===== config.mk =====
export PLATFORM = sky130hd
export DESIGN_NAME = lpm_circ_engine
export DESIGN_NICKNAME = d
export VERILOG_FILES = /design/src/rtl/lpm_pkg.sv /design/src/rtl/lpm_recirc_fifo.sv /design/src/rtl/lpm_issue_track.sv /design/src/rtl/lpm_reorder_buf.sv /design/src/rtl/lpm_circ_engine.sv
export SDC_FILE = /design/constraint.sdc
export NUM_CORES = 1
export LEC_CHECK = 0
export BUFFER_PORTS_ARGS = -buffer_cell sky130_fd_sc_hd__buf_2
export CAP_MARGIN = 20
export CORE_AREA = 2 2 208 210
export DETAILED_ROUTE_END_ITERATION = 8
export DIE_AREA = 0 0 210 212
export PLACE_DENSITY_LB_ADDON = 0.2
export SLEW_MARGIN = 30
export SYNTH_ARGS = -nofsm -noshare
export SYNTH_HDL_FRONTEND = slang
export SYNTH_HIERARCHICAL = 1
export SYNTH_SLANG_ARGS = --single-unit

===== constraint.sdc =====
create_clock -name clk -period 6.5 [get_ports clk]
set_input_delay 1.3 -clock clk [delete_from_list [all_inputs] [get_ports clk]]
set_output_delay 1.3 -clock clk [all_outputs]
set_load 0.1 [all_outputs]

===== src/rtl/lpm_pkg.sv =====
package lpm_pkg;
  localparam int LVL_W = 2;
  localparam logic [LVL_W-1:0] LV_FIRST = 2'd0;
  localparam logic [LVL_W-1:0] LV_LAST  = 2'd2;
  localparam int RES_BITS = 16;  // residual address bits carried in the loop
endpackage


===== src/rtl/lpm_recirc_fifo.sv =====
module lpm_recirc_fifo #(
  parameter int W     = 20,
  parameter int DEPTH = 6
) (
  input  logic                         clk,
  input  logic                         rst_n,
  input  logic                         clear,
  input  logic                         push,
  input  logic [W-1:0]                 wdata,
  input  logic                         pop,
  output logic [W-1:0]                 rdata,
  output logic [$clog2(DEPTH+1)-1:0]   count
);
  localparam int PW = (DEPTH > 1) ? $clog2(DEPTH) : 1;
  localparam int CW = $clog2(DEPTH + 1);

  logic [W-1:0]  slots [DEPTH];
  logic [PW-1:0] wr_p, rd_p;

  function automatic logic [PW-1:0] step(input logic [PW-1:0] p);
    return (p == PW'(DEPTH - 1)) ? '0 : p + 1'b1;
  endfunction

  always_ff @(posedge clk) begin
    if (push) slots[wr_p] <= wdata;
  end

  // pop happens before push in a cycle, so a full FIFO accepts push+pop
  always_ff @(posedge clk or negedge rst_n) begin
    if (!rst_n) begin
      wr_p  <= '0;
      rd_p  <= '0;
      count <= '0;
    end else if (clear) begin
      wr_p  <= '0;
      rd_p  <= '0;
      count <= '0;
    end else begin
      if (push) wr_p <= step(wr_p);
      if (pop)  rd_p <= step(rd_p);
      count <= count + CW'(push) - CW'(pop);
    end
  end

  assign rdata = slots[rd_p];
endmodule


===== src/rtl/lpm_issue_track.sv =====
module lpm_issue_track #(
  parameter int LAT = 6
) (
  input  logic clk,
  input  logic rst_n,
  input  logic clear,
  input  logic issue,
  output logic rsp_here
);
  generate
    if (LAT == 1) begin : g_single
      logic pend;
      always_ff @(posedge clk or negedge rst_n) begin
        if (!rst_n)     pend <= 1'b0;
        else if (clear) pend <= 1'b0;
        else            pend <= issue;
      end
      assign rsp_here = pend;
    end else begin : g_chain
      logic [LAT-1:0] pend;
      always_ff @(posedge clk or negedge rst_n) begin
        if (!rst_n)     pend <= '0;
        else if (clear) pend <= '0;
        else            pend <= {pend[LAT-2:0], issue};
      end
      assign rsp_here = pend[LAT-1];
    end
  endgenerate
endmodule


===== src/rtl/lpm_reorder_buf.sv =====
module lpm_reorder_buf #(
  parameter int DEPTH = 8,
  parameter int DW    = 18
) (
  input  logic                       clk,
  input  logic                       rst_n,
  input  logic                       clear,
  input  logic                       alloc,
  output logic [$clog2(DEPTH)-1:0]   alloc_tag,
  output logic                       full,
  input  logic                       wr_en,
  input  logic [$clog2(DEPTH)-1:0]   wr_tag,
  input  logic [DW-1:0]              wr_data,
  output logic                       out_valid,
  output logic [DW-1:0]              out_data,
  input  logic                       out_ready
);
  localparam int TW = $clog2(DEPTH);
  localparam int CW = $clog2(DEPTH + 1);

  logic [DW-1:0]    vals [DEPTH];
  logic [DEPTH-1:0] done;
  logic [TW-1:0]    head, tail;
  logic [CW-1:0]    used;
  logic             take;

  assign take      = out_valid && out_ready;
  assign out_valid = done[head];
  assign out_data  = vals[head];
  assign alloc_tag = tail;
  assign full      = (used == CW'(DEPTH));

  always_ff @(posedge clk) begin
    if (wr_en) vals[wr_tag] <= wr_data;
  end

  always_ff @(posedge clk or negedge rst_n) begin
    if (!rst_n) begin
      head <= '0;
      tail <= '0;
      used <= '0;
      done <= '0;
    end else if (clear) begin
      head <= '0;
      tail <= '0;
      used <= '0;
      done <= '0;
    end else begin
      if (alloc) tail <= tail + 1'b1;
      if (take)  head <= head + 1'b1;
      used <= used + CW'(alloc) - CW'(take);
      if (wr_en) done[wr_tag] <= 1'b1;
      if (take)  done[head]   <= 1'b0;
    end
  end
endmodule


===== src/rtl/lpm_circ_engine.sv =====
module lpm_circ_engine #(
  parameter int MEM_AW    = 18,
  parameter int LAT       = 6,
  parameter int ROB_DEPTH = 8
) (
  input  logic              clk,
  input  logic              rst_n,
  input  logic              clear,
  input  logic              in_valid,
  output logic              in_ready,
  input  logic [31:0]       in_addr,
  output logic              out_valid,
  input  logic              out_ready,
  output logic [MEM_AW-1:0] out_result,
  output logic              mem_req_valid,
  output logic [MEM_AW-1:0] mem_req_addr,
  input  logic [MEM_AW:0]   mem_rsp_data
);
  import lpm_pkg::*;

  localparam int TW  = $clog2(ROB_DEPTH);
  localparam int FW  = RES_BITS + TW + LVL_W;
  localparam int FCW = $clog2(LAT + 1);

  logic              rsp_here, rsp_leaf, recirc, finish, enter, rob_full;
  logic [TW-1:0]     new_tag, head_tag;
  logic [FW-1:0]     push_word, head_word;
  logic [RES_BITS-1:0] head_res;
  logic [LVL_W-1:0]  head_lvl;
  logic [MEM_AW-1:0] rsp_field;
  logic [FCW-1:0]    fifo_cnt;

  assign {head_res, head_tag, head_lvl} = head_word;
  assign rsp_field = mem_rsp_data[MEM_AW-1:0];

  // the deepest level always ends the walk
  assign rsp_leaf = mem_rsp_data[MEM_AW] || (head_lvl == LV_LAST);
  assign recirc   = rsp_here && !rsp_leaf && !clear;
  assign finish   = rsp_here &&  rsp_leaf && !clear;

  assign in_ready = !clear && !rob_full && !recirc;
  assign enter    = in_valid && in_ready;

  assign mem_req_valid = recirc || enter;
  assign mem_req_addr  = recirc ? rsp_field + MEM_AW'(head_res[RES_BITS-1 -: 8])
                                : MEM_AW'(in_addr[31:16]);

  assign push_word = recirc ? {head_res << 8, head_tag, head_lvl + 1'b1}
                            : {in_addr[RES_BITS-1:0], new_tag, LV_FIRST};

  lpm_issue_track #(.LAT(LAT)) u_track (
    .clk(clk), .rst_n(rst_n), .clear(clear),
    .issue(mem_req_valid), .rsp_here(rsp_here)
  );

  lpm_recirc_fifo #(.W(FW), .DEPTH(LAT)) u_fifo (
    .clk(clk), .rst_n(rst_n), .clear(clear),
    .push(mem_req_valid), .wdata(push_word),
    .pop(rsp_here), .rdata(head_word), .count(fifo_cnt)
  );

  lpm_reorder_buf #(.DEPTH(ROB_DEPTH), .DW(MEM_AW)) u_rob (
    .clk(clk), .rst_n(rst_n), .clear(clear),
    .alloc(enter), .alloc_tag(new_tag), .full(rob_full),
    .wr_en(finish), .wr_tag(head_tag), .wr_data(rsp_field),
    .out_valid(out_valid), .out_data(out_result), .out_ready(out_ready)
  );
endmodule


# Word level (Yosys, flattened, before mapping)
# Memories as Yosys holds them, arrays and structs flattened.
# Cells that the tools add are included.
[word_totals]
reg_bits = 30
rom_bits = 0
elab_cells = 76
output_inout_bits = 39
mem_bits_rw = 270
in_bits = 56
latchBits = 0
memories = 2
[memory_table]
columns = ["memory", "words", "width", "read_ports", "rd_clocked_by_memory_dff", "wr", "line_no", "text"]
rows = [
  ["u_rob.vals", 8, 18, 1, 0, 1, "lpm_reorder_buf.sv:21", "logic [DW-1:0] vals [DEPTH];"],
  ["u_fifo.slots", 6, 21, 1, 0, 1, "lpm_recirc_fifo.sv:17", "logic [W-1:0] slots [DEPTH];"],
]
[classes]
bitwise_logic = 3
reduce_logical = 20
mux = 28
n_eq_ne = 4
multipliers = 0
order_cmp = 4
div = 0
shifts = 0
addsub = 8
[ops]
columns = ["cell", "count"]
rows = [
  ["$mux 8", 4],
  ["$mux 3", 10],
  ["$mux 21", 1],
  ["$add 18x8->18", 1],
  ["$mux 18", 1],
  ["$add 3x1->3 const B", 4],
  ["$logic_and 1x1->1", 10],
  ["$and 8x8->8", 1],
  ["$lt 3x4->1 const B", 2],
  ["$not 8->8", 1],
  ["$or 8x8->8", 1],
  ["$reduce_bool 2->1", 4],
  ["$mux 1", 7],
  ["$demux 1 s3", 2],
  ["$eq 3x3->1 const B", 2],
  ["$ge 3x1->1 const B", 2],
  ["$mux 6", 1],
  ["$add 4x1->4", 1],
  ["$eq 4x4->1 const B", 1],
  ["$logic_not 1->1", 4],
  ["$mux 4", 1],
  ["$sub 4x1->4", 1],
  ["$bmux 1 s3", 1],
  ["$add 2x1->2 const B", 1],
  ["other kinds (2)", 3],
]

# Logic depth before layout (Yosys ltp)
# Gate-level depths: netlist of run 1.
# An unclocked memory read counts as a cell.
[depth]
word_depth = 12
depth_mapped = 14

# Cells and area by module
# The synthesis of run 1 kept the hierarchy.
[modules_own_cells]
columns = ["mod", "seq_area_each_um2", "area_each_um2", "instances", "cells_per_inst"]
rows = [
  ["lpm_reorder_buf", 4774.6, 6540.0, 1, 372],
  ["lpm_recirc_fifo", 4008.8, 5327.6, 1, 245],
  ["lpm_circ_engine", 0.0, 929.6, 1, 157],
  ["lpm_issue_track", 150.1, 187.7, 1, 12],
]

# Worst setup path before layout of run 1
# Ideal clock, no wire load.
[synth_path]
path_kind = "register -> register"
from = "reg u_fifo.rd_p[1]"
to = "mem u_fifo/slots[0][0] in the netlist's numbering (enable)"
required_time_ns = 6.040
synth_period_minus_slack_ns = 7.746
n_path_buf = 3
t_arrival_ns = 7.286
stages_incl_launch_ff = 13
path_slack_ns = -1.246
path_cell_list = "dfrtp_1 > buf_6 > buf_6 > mux2_4 > mux4_2 > inv_1 > ha_1 > nor4b_2 > nor3_1 > and2_1 > or2_2 > clkbuf_1 > nor4b_1"
[synth_between]
elab_chain_len = 12
[synth_lines]
columns = ["item", "line_no", "text"]
rows = [
  ["from (decl)", "lpm_recirc_fifo.sv:18", "logic [PW-1:0] wr_p, rd_p;"],
  ["from (signal assigned)", "lpm_recirc_fifo.sv:40", "if (pop) rd_p <= step(rd_p);"],
  ["$mem_v2 6x21", "-", ""],
  ["net head_word[0]", "lpm_circ_engine.sv:27", "logic [FW-1:0] push_word, head_word;"],
  ["$eq 2x2->1", "lpm_circ_engine.sv:37", "assign rsp_leaf = mem_rsp_data[MEM_AW] || (head_lvl == LV_LAST);"],
  ["$logic_or 1x1->1", "lpm_circ_engine.sv:37", ""],
  ["$logic_not 1->1", "lpm_circ_engine.sv:38", "assign recirc = rsp_here && !rsp_leaf && !clear;"],
  ["$logic_and 1x1->1 (2 in a row)", "lpm_circ_engine.sv:38", ""],
  ["$logic_not 1->1", "lpm_circ_engine.sv:41", "assign in_ready = !clear && !rob_full && !recirc;"],
  ["$logic_and 1x1->1", "lpm_circ_engine.sv:41", ""],
  ["net in_ready", "lpm_circ_engine.sv:10", "output logic in_ready,"],
  ["$logic_and 1x1->1", "lpm_circ_engine.sv:42", "assign enter = in_valid && in_ready;"],
  ["net enter", "lpm_circ_engine.sv:25", "logic rsp_here, rsp_leaf, recirc, finish, enter, rob_full;"],
  ["$logic_or 1x1->1", "lpm_circ_engine.sv:44", "assign mem_req_valid = recirc || enter;"],
  ["net mem_req_valid", "lpm_circ_engine.sv:15", "output logic mem_req_valid,"],
  ["$mux 1", "lpm_recirc_fifo.sv:25", "if (push) slots[wr_p] <= wdata;"],
  ["$mux 1 (implied by the code)", "lpm_recirc_fifo.sv:25", ""],
  ["to (decl)", "lpm_recirc_fifo.sv:17", ""],
]
# The timed path passes the listed nets, and every way through them passes these cells.

# Worst setup path in the final report of run 1
[layout_path]
from = "reg u_fifo.rd_p[1]"
to = "out mem_req_addr[9]"
[layout_rtl]
columns = ["item", "line_no", "text"]
rows = [
  ["$mem_v2 6x21", "-", ""],
  ["net head_word[14]", "lpm_circ_engine.sv:27", ""],
  ["$add 18x8->18", "lpm_circ_engine.sv:45", "assign mem_req_addr = recirc ? rsp_field + MEM_AW'(head_res[RES_BITS-1 -: 8])"],
  ["$mux 18", "lpm_circ_engine.sv:45", ""],
  ["to (decl)", "lpm_circ_engine.sv:16", "output logic [MEM_AW-1:0] mem_req_addr,"],
]
# The timed path passes the listed nets, and every way through them passes these cells.

==> out/qor.yml, run 1 <==
cp-end-kind: "primary output"
hold_ws_ns: 0.455
grtUsageTotal_pct: 13.9
vias_per_cell: 4.80
mostFrequentLayoutCells: "edfxtp_1, buf_2, nand2_1"
insertion_delay_ns: 0.51
path_max_fanout: 30
grt_pass1_wl_um: 46100
cp_top_family: "compound AO/OA/AOI/OAI gates"
crit_buf_inv: 1
drtIter0Drc: 474
power_density_mw_per_mm2: 285
post-route-util_pct: 35.5
irDropWorstVdd_mv: 0.177
hold_buffers: 0
port_buffers: 94
htree_num_levels: 2
cts_inserted_buffers: 36
tightest_slew_ns: 0.911
postCtsSetupRepairBufs: 0
syn_area_mm2: 0.0128
postCtsResizedCells: 0
io_pins: 95
critPathRequiredTime_ns: 5.20
grt_max_degree: 38
max_freq_ghz: 0.179
yosys_warnings: 6
status: "finished, final reports clean"
syn_nets: 847
finalCriticalPeriod_ns: 5.59
drc_errors: 0
max_cap_violations: 0
rsz0062_at_grt: "false"
finalPower_uw: 4300
cts_num_sinks: 300
setup_violations: 0
fin_nets: 960
initial_core_util_pct: 30.2
skew_ns: 0.0124
leakagePower_uw: 0.00520
r2r-start: "u_fifo/rd_p[1]"
syn-mean-instance-area_um2: 16.6
cpPeakStageDelay_ns: 0.87
worst_setup_path_startpoint: "u_fifo/rd_p[1]"
worstPathArrival_ns: 4.29
gp_congestion: 0.727
syn_inst: 773
antenna_found_initial: 1
slew_violations: 0
final_common_cell: "edfxtp_1"
rows: 76
grt_remaining_overflow: 0
slowest_stage: "dfrtp_2"
fin_setup_tns_ns: 0
area_growth_pct: 17.7
cts_root_buffer: "clkbuf_16"
cts_tree: "built"
coreArea_mm2: 0.0425
hold_path.class: "reg2reg"
chipHeight_um: 212
slew_headroom_pct: 39.1
cts_buffer_depth: 3
clkTransAtPathRegs_ns: 0.05
timing_hold_violations_final: 0
hold_path_startpoint: "u_track/g_chain.pend[0]"
ant_nets: 0
dieArea_mm2: 0.0445
die_x_um: 210
firstDrtPassIters: 5
hpwlAfterDp_um: 18300
path_class: "reg2out"
crit_path_start_kind: "flip-flop"
fin_crit_sh_pct: 86.0
routed_wl_um: 30200
route.vias.total: 7000
wl_per_cell_um: 20.7
path_cells: "mux2_1 -> mux4_2 -> ha_1 -> a211oi_1 -> o211ai_2 -> a31oi_4 -> o21ai_0 -> a31oi_1 -> buf_2"
grt_pass1_vias: 7255
drive_gt1_share_pct: 28.9
==> layout make-up <==
type / instances / area (um^2)
multi-input combinational: 422 / 3780
sequential: 300 / 8860
timing repair buffer: 115 / 628
fill: 4047 / 27400
inverter: 11 / 41.3
tap: 546 / 683
clock buffer: 49 / 971
antenna: 1 / 2.50
clock inverter: 14 / 123
==> report_power, final <==
group          switching (uW)  internal (uW)  leakage (uW)
sequential               11.8           2140       0.00285
combinational             191           91.4       0.00182
clock                     745           1120      0.000535
==> state kept, by name, summed over array words and instances (netlist names) <==
register              count
u_rob/alloc_tag           3
u_fifo/rd_p               3
u_rob/used                4
u_rob/head                3
u_fifo/wr_p               3
u_fifo/slots            126
u_rob/done                8
u_rob/vals              144
u_track/g_chain.pend      6
==> metal layers <==
metal | GRT usage, % | up-vias | routed length [um]
li1 | - | 3243 | -
met5 | 0 | - | 0
met3 | 2.47 | 35 | 1300
met4 | 4.11 | 0 | 539
met2 | 22.5 | 150 | 14400
met1 | 19.0 | 3572 | 13900
==> path summary, 6_finish.rpt <==
kind	cells past startpoint	slack, ns	end
worst max-delay path	9	0.91	mem_req_addr[9]
worst min-delay path	1	0.45	u_track/g_chain.pend[1]
worst max register to register	9	2.14	u_fifo/slots[2][7]
worst min register to register	1	0.45	u_track/g_chain.pend[1]
max in group asynchronous	1	5.13	u_fifo/rd_p[1]
min in group asynchronous	1	0.85	u_rob/done[1]
==> worst reg2reg max path, delay by kind of cell (launching register included) <==
kind          cells  cell delay (ns)
mux               2             0.76
buf+inv           3             1.17
fa+ha+maj         1             0.24
simple gates      3             0.98
flops             1             0.87
==> metrics by stage <==
step / cells / instance area (um^2) / worst slack [ns]
floorplan: 773 / 12800 / 0.329
global placement: 1394 / 14000 / 1.38
detailed placement: 1394 / 14000 / 1.35
CTS: 1457 / 15100 / 0.786
global route: 1458 / 15100 / 0.582
finish: 1458 / 15100 / 0.910
Power figures use the tool's default switching activity.
==> run 2: changes to the inputs <==
MAX_ROUTING_LAYER = met4   (was default)
==> run 2 against run 1 <==
  * Wire length about the same
  * Die area unchanged
  * Critical path depth decreased by 1
  * Total power about the same
  * Sequential power about the same
  * Worst setup slack improved by 0.0011 ns
  * Sequential cell count unchanged
  * Largest cell class unchanged
  * Largest power group unchanged
==> out/qor.yml, run 2 (same netlist as run 1, synthesis figures left out) <==
grt_remaining_overflow: 0
routed_wl_um: 30200
path_max_fanout: 32
die_x_um: 210
irDropWorstVdd_mv: 0.177
max_cap_violations: 0
power_density_mw_per_mm2: 285
initial_core_util_pct: 30.2
setup_violations: 0
hold_ws_ns: 0.455
timing_hold_violations_final: 0
clkTransAtPathRegs_ns: 0.05
crit_buf_inv: 3
leakagePower_uw: 0.00520
max_freq_ghz: 0.179
crit_path_start_kind: "flip-flop"
insertion_delay_ns: 0.51
area_growth_pct: 17.7
hpwlAfterDp_um: 18300
grt_pass1_vias: 7281
drtIter0Drc: 496
grtUsageTotal_pct: 14.3
io_pins: 95
hold_buffers: 0
cts_num_sinks: 300
slew_headroom_pct: 39.6
port_buffers: 94
slew_violations: 0
r2r-start: "u_fifo/rd_p[1]"
chipHeight_um: 212
crit_end: "mem_req_valid"
rows: 76
fillers: 4047
postPlaceCellArea_mm2: 0.0140
drc_errors: 0
slowest_stage: "dfrtp_2"
cts_root_buffer: "clkbuf_16"
vias_per_cell: 4.81
path_cells: "buf_4 -> mux2_4 -> mux4_2 -> ha_1 -> nor4b_4 -> buf_4 -> or2_2 -> buf_2"
path_class: "reg2out"
status: "finished, final reports clean"
finalPower_uw: 4300
mostFrequentLayoutCells: "edfxtp_1, buf_2, nand2_1"
regMostFlops: "u_rob/vals"
final_common_cell: "edfxtp_1"
postCtsResizedCells: 0
route.vias.total: 7007
ant_nets: 0
cts_inserted_buffers: 36
tightest_slew_ns: 0.904
postCtsSetupRepairBufs: 0
fin_nets: 960
rr_worst_depth: 9
worst_slack_ns: 0.911
drive_gt1_share_pct: 28.9
worstPathArrival_ns: 4.29
cts_buffer_depth: 3
largest_reg_flops: 144
antenna_found_initial: 1
fin_setup_tns_ns: 0
hold_path.class: "reg2reg"
path_common_cell: "buf_4"
cts_tree: "built"
grt_max_degree: 38
cp-end-kind: "primary output"
cpPeakStageDelay_ns: 0.87
rsz0062_at_grt: "false"
dieArea_mm2: 0.0445
fin_area_mm2: 0.0151
firstDrtPassIters: 5
skew_ns: 0.0122
gp_congestion: 0.737
rrSetupSlack_ns: 2.13
reg_top3: "u_rob/vals: 144 flops, u_fifo/slots: 126 flops, u_rob/done: 8 flops"
cp_top_family: "buffers and inverters"
worst_setup_path_startpoint: "u_fifo/rd_p[1]"
fin_crit_sh_pct: 86.0
crit_cells: 8
htree_num_levels: 2
coreArea_mm2: 0.0425
wl_per_cell_um: 20.7
reg2reg_to: "u_fifo/slots[2][7]"
critPathRequiredTime_ns: 5.20
post-place-ws_ns: 1.35
grt_pass1_wl_um: 46100
finalCriticalPeriod_ns: 5.59
[run 2: cell counts in the layout (fill, tap and decap cells not counted)]
No cell type changed its count.
[run 2: final cells by class]
class                   instances  area, um^2  area share [%]
diodes                          1        2.50          0.0166
clock buffers                  49         971            6.43
clock inverters                14         123           0.813
inverters                      11        41.3           0.274
multi-input cells             422        3780            25.0
flip-flops and latches        300        8860            58.7
well taps                     546         683            4.53
repair buffers                115         628            4.16
[run 2: how the worst min path moves through the flow]
stage	startpoint	slack, ns	to	cells past startpoint
floorplan	u_track/g_chain.pend[0]	0.44	u_track/g_chain.pend[1]	1
global placement	u_track/g_chain.pend[0]	0.44	u_track/g_chain.pend[1]	1
detailed placement	u_track/g_chain.pend[0]	0.45	u_track/g_chain.pend[1]	1
CTS	u_track/g_chain.pend[0]	0.46	u_track/g_chain.pend[1]	1
global route	u_track/g_chain.pend[3]	0.48	u_track/g_chain.pend[4]	1
finish	u_track/g_chain.pend[0]	0.45	u_track/g_chain.pend[1]	1
[run 2: through the flow]
stage | util, % | cells
final | 35.5 | 1458
after global routing | 35.5 | 1458
after floorplan | - | 773
after CTS | 35.5 | 1457
after detailed placement | 32.9 | 1394
after global placement | 32.9 | 1394
[run 2: power by group]
part	internal [uW]	switching (uW)	total (uW)
clock	1120	747	1870
sequential	2140	11.8	2150
combinational	91.4	191	282
[run 2: routing by layer]
layer	wire, um	up-vias	part of all wire (%)	global-route usage (%)
met1	14000	3580	46	19.0
met3	1270	37	4.2	2.47
met5	0	-	0	-
met2	14300	149	47	22.6
li1	-	3241	-	-
met4	633	0	2.1	4.11
==> run 3: changes to the inputs <==
RECOVER_POWER = 50   (was default)
==> run 3 against run 2 <==
  * The flow now finishes with violations (capacitance limit, slew limit)
  * Clock skew about the same
  * Count of clock-buffer cells in the layout did not move
  * Final area fell by 0.32%
  * Wire length is essentially flat
  * Sequential power about the same
  * Critical endpoint unchanged
  * Largest cell class unchanged
==> out/qor.yml, run 3 (same netlist as run 1, synthesis figures left out) <==
hpwlAfterDp_um: 18300
routed_wl_um: 30200
dieArea_mm2: 0.0445
critPathRequiredTime_ns: 5.20
port_buffers: 94
grt_remaining_overflow: 0
tightest_slew_ns: 1.76
cts_inserted_buffers: 36
leakagePower_uw: 0.00511
skew_ns: 0.0120
postPlaceCellArea_mm2: 0.0140
postCtsSetupRepairBufs: 0
hold_buffers: 0
rsz0062_at_grt: "false"
fin_area_mm2: 0.0150
die_x_um: 210
largest_reg_flops: 144
regMostFlops: "u_rob/vals"
slew_violations: 70
drc_errors: 0
status: "finished, violations left"
cts_root_buffer: "clkbuf_16"
cp-end-kind: "primary output"
reg_top3: "u_rob/vals: 144 flops, u_fifo/slots: 126 flops, u_rob/done: 8 flops"
rows: 76
fin_setup_tns_ns: 0
insertion_delay_ns: 0.51
worstPathArrival_ns: 4.46
postCtsResizedCells: 0
max_freq_ghz: 0.174
antenna_found_initial: 1
chipHeight_um: 212
path_class: "reg2out"
seqCellArea_mm2: 0.00886
grtUsageTotal_pct: 14.3
finalPower_uw: 4300
clkTransAtPathRegs_ns: 0.05
timing_hold_violations_final: 0
fillers: 4060
power_density_mw_per_mm2: 286
multi_input_area_mm2: 0.00376
grt_pass1_wl_um: 46100
drive_gt1_share_pct: 26.1
cts_buffer_depth: 3
wl_per_cell_um: 20.7
ant_nets: 0
setup_violations: 0
initial_core_util_pct: 30.2
vias_per_cell: 4.80
cts_num_sinks: 300
slew_headroom_pct: -17.4
dpl.cell_count: 1394
irDropWorstVdd_mv: 0.178
gp_congestion: 0.737
crit_path_start_kind: "flip-flop"
max_cap_violations: 3
violations: "capacitance limit, slew limit"
htree_num_levels: 2
firstDrtPassIters: 5
route.vias.total: 7001
grt_max_degree: 38
grt_pass1_vias: 7281
area_growth_pct: 17.4
finalCriticalPeriod_ns: 5.76
hold_path.class: "reg2reg"
fin_crit_sh_pct: 88.6
coreArea_mm2: 0.0425
final_common_cell: "edfxtp_1"
io_pins: 95
drtIter0Drc: 492
fin_nets: 960
path_max_fanout: 30
cts_tree: "built"
final_cells: 1458
mostFrequentLayoutCells: "edfxtp_1, nand2_1, buf_2"
-- run 3: metrics by stage --
stage / worst slack, ns / hold slack, ns / utilization [%]
after floorplan: 0.329 / 0.439 / -
after global placement: 1.38 / 0.445 / 32.9
after detailed placement: 1.35 / 0.448 / 32.9
after CTS: 0.786 / 0.460 / 35.5
after global routing: 0.362 / 0.485 / 35.4
final: 0.738 / 0.455 / 35.4
-- run 3: worst max-delay path, cell delays in order, from the launching register on --
cell	delay, ns
dfrtp_2	0.87
clkbuf_1	0.58
mux2_2	0.41
mux4_2	0.46
inv_1	0.07
ha_1	0.22
nor4b_4	0.07
nor3_2	0.21
and2_1	0.30
or2_2	0.29
buf_2	0.47
-- run 3: cell type report --
| class | count | share of cell area [%] |
|---|---|---|
| clock inverter | 14 | 0.815 |
| tap | 546 | 4.54 |
| timing repair buffer | 115 | 3.98 |
| clock buffer | 49 | 6.45 |
| antenna | 1 | 0.0166 |
| sequential | 300 | 58.9 |
| inverter | 11 | 0.274 |
| multi-input combinational | 422 | 25.0 |
-- run 3: per-layer routing --
metal  vias up  part of all wire, %  wire length, um  GRT usage (%)
met3        37                  4.5             1370           2.47
met4         0                  2.1              633           4.11
met5         -                    0                0              -
met2       158                   47            14300           22.6
li1       3239                    -                -              -
met1      3567                   46            13900           19.0
-- run 3: where the power goes --
group          switching (uW)  internal, uW
sequential               11.8          2140
clock                     748          1120
combinational             191          89.5
-- run 3: path summary, 6_finish.rpt --
kind / from / to / slack, ns / cells after the start
setup / recovery: u_fifo/rd_p[1] / mem_req_valid / 0.74 / 10
hold / removal: u_track/g_chain.pend[0] / u_track/g_chain.pend[1] / 0.45 / 1
setup reg to reg: u_rob/head[1] / u_rob/used[3] / 1.64 / 10
hold reg to reg: u_track/g_chain.pend[0] / u_track/g_chain.pend[1] / 0.45 / 1
max in group asynchronous: rst_n / u_fifo/rd_p[1] / 4.09 / 1
min in group asynchronous: rst_n / u_rob/head[0] / 1.25 / 1
